[config.mk]
export PLATFORM = sky130hd
export DESIGN_NAME = apb_limit_guard
export DESIGN_NICKNAME = d
export VERILOG_FILES = /design/src/rtl/apb_guard_pkg.sv /design/src/rtl/guard_capture.sv /design/src/rtl/guard_policy.sv /design/src/rtl/limit_regfile.sv /design/src/rtl/apb_limit_guard.sv
export SDC_FILE = /design/constraint.sdc
export NUM_CORES = 1
export LEC_CHECK = 0
export BUFFER_PORTS_ARGS = -buffer_cell sky130_fd_sc_hd__buf_2
export CORE_ASPECT_RATIO = 0.7
export CORE_MARGIN = 2
export CORE_UTILIZATION = 55
export CTS_BUF_LIST = sky130_fd_sc_hd__clkbuf_2 sky130_fd_sc_hd__clkbuf_4 sky130_fd_sc_hd__clkbuf_8
export CTS_CLUSTER_SIZE = 28
export DETAILED_ROUTE_END_ITERATION = 8
export PLACE_DENSITY = 0.81
export SYNTH_ARGS = -nofsm -noshare
export SYNTH_HDL_FRONTEND = slang
export SYNTH_SLANG_ARGS = --single-unit
[constraint.sdc]
create_clock -name clk -period 3.3 [get_ports clk]
set_clock_uncertainty 0.15 [all_clocks]
set_input_delay 0.495 -clock clk [delete_from_list [all_inputs] [get_ports clk]]
set_output_delay 0.495 -clock clk [all_outputs]
set_load 0.02 [all_outputs]
[src/rtl/apb_guard_pkg.sv]
package apb_guard_pkg;

  typedef struct packed {
    logic instr;   // bit 2: instruction fetch
    logic nonsec;  // bit 1: non-secure
    logic priv;    // bit 0: privileged
  } prot_t;

  function automatic logic is_secure_priv(prot_t p);
    return p.priv && !p.nonsec;
  endfunction

endpackage

[src/rtl/guard_capture.sv]
module guard_capture
  import apb_guard_pkg::*;
#(
  parameter int ADDR_W = 8,
  parameter int ID_W   = 3
) (
  input  logic              clk,
  input  logic              rst_n,
  input  logic              setup,
  input  logic [ADDR_W-1:0] paddr,
  input  logic              pwrite,
  input  logic [2:0]        pprot,
  input  logic [ID_W-1:0]   req_id,
  output logic [ADDR_W-1:0] cap_addr,
  output logic              cap_wr,
  output prot_t             cap_prot,
  output logic [ID_W-1:0]   cap_id
);

  logic [ADDR_W-1:0] addr_n;
  logic              wr_n;
  prot_t             prot_n;
  logic [ID_W-1:0]   id_n;

  always_comb begin
    addr_n = cap_addr;
    wr_n   = cap_wr;
    prot_n = cap_prot;
    id_n   = cap_id;
    if (setup) begin
      addr_n = paddr;
      wr_n   = pwrite;
      prot_n = prot_t'(pprot);
      id_n   = req_id;
    end
  end

  always_ff @(posedge clk or negedge rst_n) begin
    if (!rst_n) begin
      cap_addr <= '0;
      cap_wr   <= 1'b0;
      cap_prot <= '0;
      cap_id   <= '0;
    end else begin
      cap_addr <= addr_n;
      cap_wr   <= wr_n;
      cap_prot <= prot_n;
      cap_id   <= id_n;
    end
  end

  AST_ID_SAMPLED: assert property (@(posedge clk) disable iff (!rst_n)
    setup |=> (cap_id == $past(req_id) && cap_prot == prot_t'($past(pprot))));

endmodule

[src/rtl/guard_policy.sv]
module guard_policy
  import apb_guard_pkg::*;
#(
  parameter int ADDR_W = 8,
  parameter int NREG   = 4,
  parameter int ID_W   = 3,
  parameter logic [NREG*(1<<ID_W)-1:0] RD_POLICY = '0,
  parameter logic [NREG*(1<<ID_W)-1:0] WR_POLICY = '0
) (
  input  logic [ADDR_W-1:0] cap_addr,
  input  logic              cap_wr,
  input  prot_t             cap_prot,
  input  logic [ID_W-1:0]   cap_id,
  output logic [NREG-1:0]   hit,
  output logic              allow
);

  localparam int NID    = 1 << ID_W;
  localparam int WORD_W = ADDR_W - 2;

  logic              aligned;
  logic [WORD_W-1:0] word;
  logic [NREG-1:0]   perm;

  assign aligned = (cap_addr[1:0] == 2'b00);
  assign word    = cap_addr[ADDR_W-1:2];

  for (genvar g = 0; g < NREG; g++) begin : g_reg
    localparam logic [NID-1:0] RD_ROW = RD_POLICY[g*NID +: NID];
    localparam logic [NID-1:0] WR_ROW = WR_POLICY[g*NID +: NID];
    assign hit[g]  = aligned && (word == WORD_W'(g));
    assign perm[g] = cap_wr ? (WR_ROW[cap_id] && is_secure_priv(cap_prot))
                            : RD_ROW[cap_id];
  end

  assign allow = (|(hit & perm)) && !cap_prot.instr;

endmodule

[src/rtl/limit_regfile.sv]
module limit_regfile #(
  parameter int NREG  = 4,
  parameter int REG_W = 16,
  parameter logic [NREG*REG_W-1:0] RST_VALS = '0
) (
  input  logic                  clk,
  input  logic                  rst_n,
  input  logic [NREG-1:0]       wr_sel,
  input  logic [REG_W-1:0]      wr_data,
  output logic [NREG*REG_W-1:0] q
);

  for (genvar g = 0; g < NREG; g++) begin : g_lim
    logic [REG_W-1:0] val_q;
    logic [REG_W-1:0] val_n;

    always_comb begin
      val_n = val_q;
      if (wr_sel[g]) val_n = wr_data;
    end

    always_ff @(posedge clk or negedge rst_n) begin
      if (!rst_n) val_q <= RST_VALS[g*REG_W +: REG_W];
      else        val_q <= val_n;
    end

    assign q[g*REG_W +: REG_W] = val_q;
  end

endmodule

[src/rtl/apb_limit_guard.sv]
module apb_limit_guard #(
  parameter int ADDR_W = 8,
  parameter int DATA_W = 32,
  parameter int REG_W  = 16,
  parameter int NREG   = 4,
  parameter int ID_W   = 3,
  parameter logic [NREG*(1<<ID_W)-1:0] RD_POLICY = 32'h01_03_0F_FF,
  parameter logic [NREG*(1<<ID_W)-1:0] WR_POLICY = 32'h01_01_03_03,
  parameter logic [NREG*REG_W-1:0]     RST_VALS  = 64'h0078_0069_0064_0050
) (
  input  logic              clk,
  input  logic              rst_n,
  input  logic              psel,
  input  logic              penable,
  input  logic              pwrite,
  input  logic [ADDR_W-1:0] paddr,
  input  logic [DATA_W-1:0] pwdata,
  input  logic [2:0]        pprot,
  input  logic [ID_W-1:0]   req_id,
  output logic [DATA_W-1:0] prdata,
  output logic              pready,
  output logic              pslverr,
  output logic              viol_flag,
  output logic [ID_W-1:0]   viol_id
);

  import apb_guard_pkg::*;

  // reset: asserted asynchronously, released after two edges
  logic [1:0] rst_sync_q;
  logic       rst_sync_n;

  always_ff @(posedge clk or negedge rst_n) begin
    if (!rst_n) rst_sync_q <= 2'b00;
    else        rst_sync_q <= {rst_sync_q[0], 1'b1};
  end
  assign rst_sync_n = rst_sync_q[1];

  logic setup;
  logic access;
  assign setup  = psel && !penable;
  assign access = psel && penable;

  logic [ADDR_W-1:0] cap_addr;
  logic              cap_wr;
  prot_t             cap_prot;
  logic [ID_W-1:0]   cap_id;

  guard_capture #(.ADDR_W(ADDR_W), .ID_W(ID_W)) u_cap (
    .clk      (clk),
    .rst_n    (rst_sync_n),
    .setup    (setup),
    .paddr    (paddr),
    .pwrite   (pwrite),
    .pprot    (pprot),
    .req_id   (req_id),
    .cap_addr (cap_addr),
    .cap_wr   (cap_wr),
    .cap_prot (cap_prot),
    .cap_id   (cap_id)
  );

  logic [NREG-1:0] hit;
  logic            allow;

  guard_policy #(
    .ADDR_W(ADDR_W), .NREG(NREG), .ID_W(ID_W),
    .RD_POLICY(RD_POLICY), .WR_POLICY(WR_POLICY)
  ) u_pol (
    .cap_addr (cap_addr),
    .cap_wr   (cap_wr),
    .cap_prot (cap_prot),
    .cap_id   (cap_id),
    .hit      (hit),
    .allow    (allow)
  );

  logic                  wr_go;
  logic [NREG-1:0]       wr_sel;
  logic [NREG*REG_W-1:0] reg_vals;

  assign wr_go  = access && cap_wr && allow;
  assign wr_sel = hit & {NREG{wr_go}};

  limit_regfile #(.NREG(NREG), .REG_W(REG_W), .RST_VALS(RST_VALS)) u_regs (
    .clk     (clk),
    .rst_n   (rst_sync_n),
    .wr_sel  (wr_sel),
    .wr_data (pwdata[REG_W-1:0]),
    .q       (reg_vals)
  );

  logic unused_pwdata_hi;
  assign unused_pwdata_hi = ^pwdata[DATA_W-1:REG_W];

  // read path: value released only for an allowed read
  logic [REG_W-1:0] rd_val;
  always_comb begin
    rd_val = '0;
    for (int i = 0; i < NREG; i++) begin
      if (hit[i]) rd_val = rd_val | reg_vals[i*REG_W +: REG_W];
    end
  end

  logic rd_go;
  assign rd_go   = access && !cap_wr && allow;
  assign prdata  = rd_go ? {{(DATA_W-REG_W){1'b0}}, rd_val} : '0;
  assign pready  = access;
  assign pslverr = access && !allow;

  // violation record
  logic            flag_n;
  logic [ID_W-1:0] vid_n;

  always_comb begin
    flag_n = viol_flag;
    vid_n  = viol_id;
    if (access && !allow) begin
      flag_n = 1'b1;
      vid_n  = cap_id;
    end
  end

  always_ff @(posedge clk or negedge rst_sync_n) begin
    if (!rst_sync_n) begin
      viol_flag <= 1'b0;
      viol_id   <= '0;
    end else begin
      viol_flag <= flag_n;
      viol_id   <= vid_n;
    end
  end

  AST_SETUP_NOT_READY: assert property (@(posedge clk) disable iff (!rst_sync_n)
    (psel && !penable) |-> !pready);
  AST_WR_NEEDS_SECURE: assert property (@(posedge clk) disable iff (!rst_sync_n)
    (access && cap_wr && !pslverr) |-> (cap_prot.priv && !cap_prot.nonsec));
  AST_INSTR_DENIED: assert property (@(posedge clk) disable iff (!rst_sync_n)
    (access && cap_prot.instr) |-> pslverr);
  AST_BAD_ALIGN_DENIED: assert property (@(posedge clk) disable iff (!rst_sync_n)
    (access && cap_addr[1:0] != 2'b00) |-> pslverr);
  AST_ERR_ZERO_DATA: assert property (@(posedge clk) disable iff (!rst_sync_n)
    pslverr |-> (prdata == '0));
  AST_DENY_KEEPS_REGS: assert property (@(posedge clk) disable iff (!rst_sync_n)
    pslverr |=> $stable(reg_vals));
  AST_FLAG_STICKY: assert property (@(posedge clk) disable iff (!rst_sync_n)
    viol_flag |=> viol_flag);

endmodule

==> flow_metrics.tcl <==
set metrics [dict create \
    fp-row-count 26 \
    cts_sinks 85 \
    drv_slew 0 \
    finalCritPeriodShare 0.893 \
    drive_gt1_frac 0.590 \
    clock.fmax_mhz 339 \
    finalHoldViolCount 0 \
    start_util 0.566 \
    drt_pass1_iterations 4 \
    cts_root_buf "clkbuf_8" \
    finalSetupViolCount 0 \
    tightest_slew_ns 1.03 \
    gp_congestion 0.791 \
    p_per_area_nw_per_um2 469 \
    cts_buffer_depth 2 \
    synth-async-reset-ratio 1.00 \
    core_um2 7250 \
    fill_cells 555 \
    min_path_type "in -> reg" \
    ys_seq_area_frac 0.522 \
    drc_errors 0 \
    die_area_um2 8190 \
    crit_fanout 16 \
    cts-buffers-inserted 9 \
    criticalPathCategory "reg -> out" \
    antenna_cells 0 \
    setup.worst_path.end_class "output pin" \
    r2r_slack_ns 0.85 \
    synth-seq-cells 85 \
    reg2reg_depth 5 \
    multi_input_area_um2 1820 \
    portBuffers 56 \
    die_y_um 76.3 \
    wl_per_cell_um 17.2 \
    synth_edf_count 0 \
    final_util 0.642 \
    ios 89 \
    post_cts_buffers 0 \
    insertion_delay_ns 0.36 \
    synth_area_per_cell_um2 15.0 \
    ant_nets 0 \
    synth-main-ff-cell "dfrtp_1" \
    cp.required_ns 2.65 \
    cp-start-kind "register" \
    drv_cap 0 \
    synth.cell_area_um2 4110 \
    slew_headroom 0.311 \
    rsz0062_at_grt "no" \
    cts_tree "yes" \
    path_clk_slew_ns 0.09 \
    syn_inst 274 \
    htree_levels 3 \
    grt_pass1_vias 2529 \
    ys_warn_count 0 \
    status "finished, final reports clean" \
    fin_crit_ns 2.95 \
    grt_pass1_wl_mm 13.0 \
    wirelength_mm 7.51 \
    cp.arrival_ns 2.30 \
    fin_nets 385 \
    drtIter0Drc 80 \
    syn_to_final_growth_pct 13.4 \
    min_path_cells 2 \
    final-seq-area_um2 2150 \
    grt_max_degree 84 \
    dp_hpwl_mm 5.12 \
    antenna_found_initial 0 \
    ir_drop_mv 0.307 \
    grt_overflow 0 \
    p_leak_nw 2.22 \
    dieWidth_um 107 \
    vias_per_cell 5.42 \
    holdWs_ns 0.210 \
    grt.total_usage 0.209 \
    finalSetupTns_ns 0 \
    yosysUniqueCellTypes 37 \
    vias 2368 \
]
==> cell families after synthesis <==
kind of cell,after synthesis,share of synthesized area
compound gates,14,0.0265
flops,85,0.522
buf+inv,31,0.0503
simple gates,47,0.0862
mux,95,0.313
other cells,2,0.00183
==> cells in the final DEF, fill, tap and decap left out, drive strengths merged, types with 3 or more instances in the layout <==
cell type | netlist | routed
o211ai | 4 | 4
mux2 | 79 | 79
nand3 | 6 | 6
nand2b | 3 | 3
nor4 | 3 | 3
mux4 | 16 | 16
nor2b | 17 | 17
buf | 24 | 63
clkbuf | 6 | 11
dfrtp | 72 | 72
dfstp | 13 | 13
nand2 | 6 | 6
conb | 2 | 17
==> flip-flops by register name, indices dropped and copies added, names as in the netlist <==
| register | flops |
|---|---|
| rst_sync_q | 2 |
| u_cap.cap_addr | 8 |
| u_cap.cap_id | 3 |
| u_cap.cap_prot | 3 |
| u_cap.cap_wr | 1 |
| u_regs.g_lim.val_q | 64 |
| viol_flag | 1 |
| viol_id | 3 |
==> cell type report <==
type                    count  share of cell area
clock inverters             5              0.0180
clock buffers              11              0.0298
well taps                  98              0.0263
inverters                   1            0.000806
multi-input cells         173               0.391
repair buffers             64              0.0736
flip-flops and latches     85               0.461
==> final timing paths <==
kind | from | to
min reg2reg | rst_sync_q[0] | rst_sync_q[1]
max in group asynchronous | rst_sync_q[1] | u_regs.g_lim[0].val_q[3]
max reg2reg | u_cap.cap_addr[2] | u_regs.g_lim[3].val_q[14]
min in group asynchronous | rst_n | rst_sync_q[1]
max | u_cap.cap_id[2] | prdata[13]
min | req_id[2] | u_cap.cap_id[2]
==> synth_stat cells, types with 2 or more instances <==
library cell / number / area [um2]
clkbuf_1: 6 / 22.5
o211ai_1: 4 / 30.0
nand3_1: 6 / 30.0
mux4_2: 16 / 360
mux2_2: 69 / 777
nand2_2: 2 / 12.5
nor2b_1: 17 / 106
dfrtp_1: 72 / 1800
and3_1: 2 / 12.5
dfstp_2: 13 / 342
a21oi_1: 2 / 10.0
buf_2: 5 / 25.0
nand2b_1: 3 / 18.8
nand2_1: 4 / 15.0
nor4_4: 3 / 63.8
buf_4: 16 / 120
a2bb2oi_1: 2 / 17.5
mux2_4: 10 / 150
o21bai_1: 2 / 15.0
nor2_1: 2 / 7.51
conb_1: 2 / 7.51
==> what timing repair did <==
item                                   in CTS  in global routing
hold buffers                                1                  0
endpoints found under the hold margin       2                  0
setup endpoints to repair                   0                  1
resized for setup                           0                  1
==> stage by stage <==
| stage | setup slack (ns) | instance area, um2 | std cells | power (W) |
|---|---|---|---|---|
| 4_1_cts | 0.162 | 4650 | 437 | 0.00221 |
| 5_1_grt | 0.204 | 4660 | 437 | 0.00229 |
| 2_1_floorplan | 0.630 | 4160 | 289 | 0.00133 |
| 3_3_place_gp | 0.620 | 4420 | 420 | 0.00138 |
| 3_5_place_dp | 0.586 | 4420 | 420 | 0.00139 |
| 6_report | 0.353 | 4660 | 437 | 0.00219 |
==> critical path, stage by stage, from the launching register on <==
cell and delay [ns]:
dfrtp_1 0.49, or2_2 0.35, a221oi_2 0.32, o211ai_1 0.15, buf_4 0.22, nor2b_1 0.20
buf_2 0.20
==> layer usage <==
layer  track usage  share of wire  vias to the layer above
met5             0              0                        -
met4        0.0792          0.017                        0
met3        0.0693          0.054                       12
met2         0.313           0.48                       56
met1         0.286           0.45                     1219
li1              -              -                     1081
==> power breakdown <==
group / leakage, nW / switching [W] / total (W) / internal, W
logic: 1.02 / 0.000120 / 0.000223 / 0.000103
registers: 1.09 / 0.0000685 / 0.00115 / 0.00108
clock network: 0.107 / 0.000369 / 0.000815 / 0.000446
total: 2.22 / 0.000558 / 0.00219 / 0.00163
Note: power is estimated with default switching activity, not from simulation.
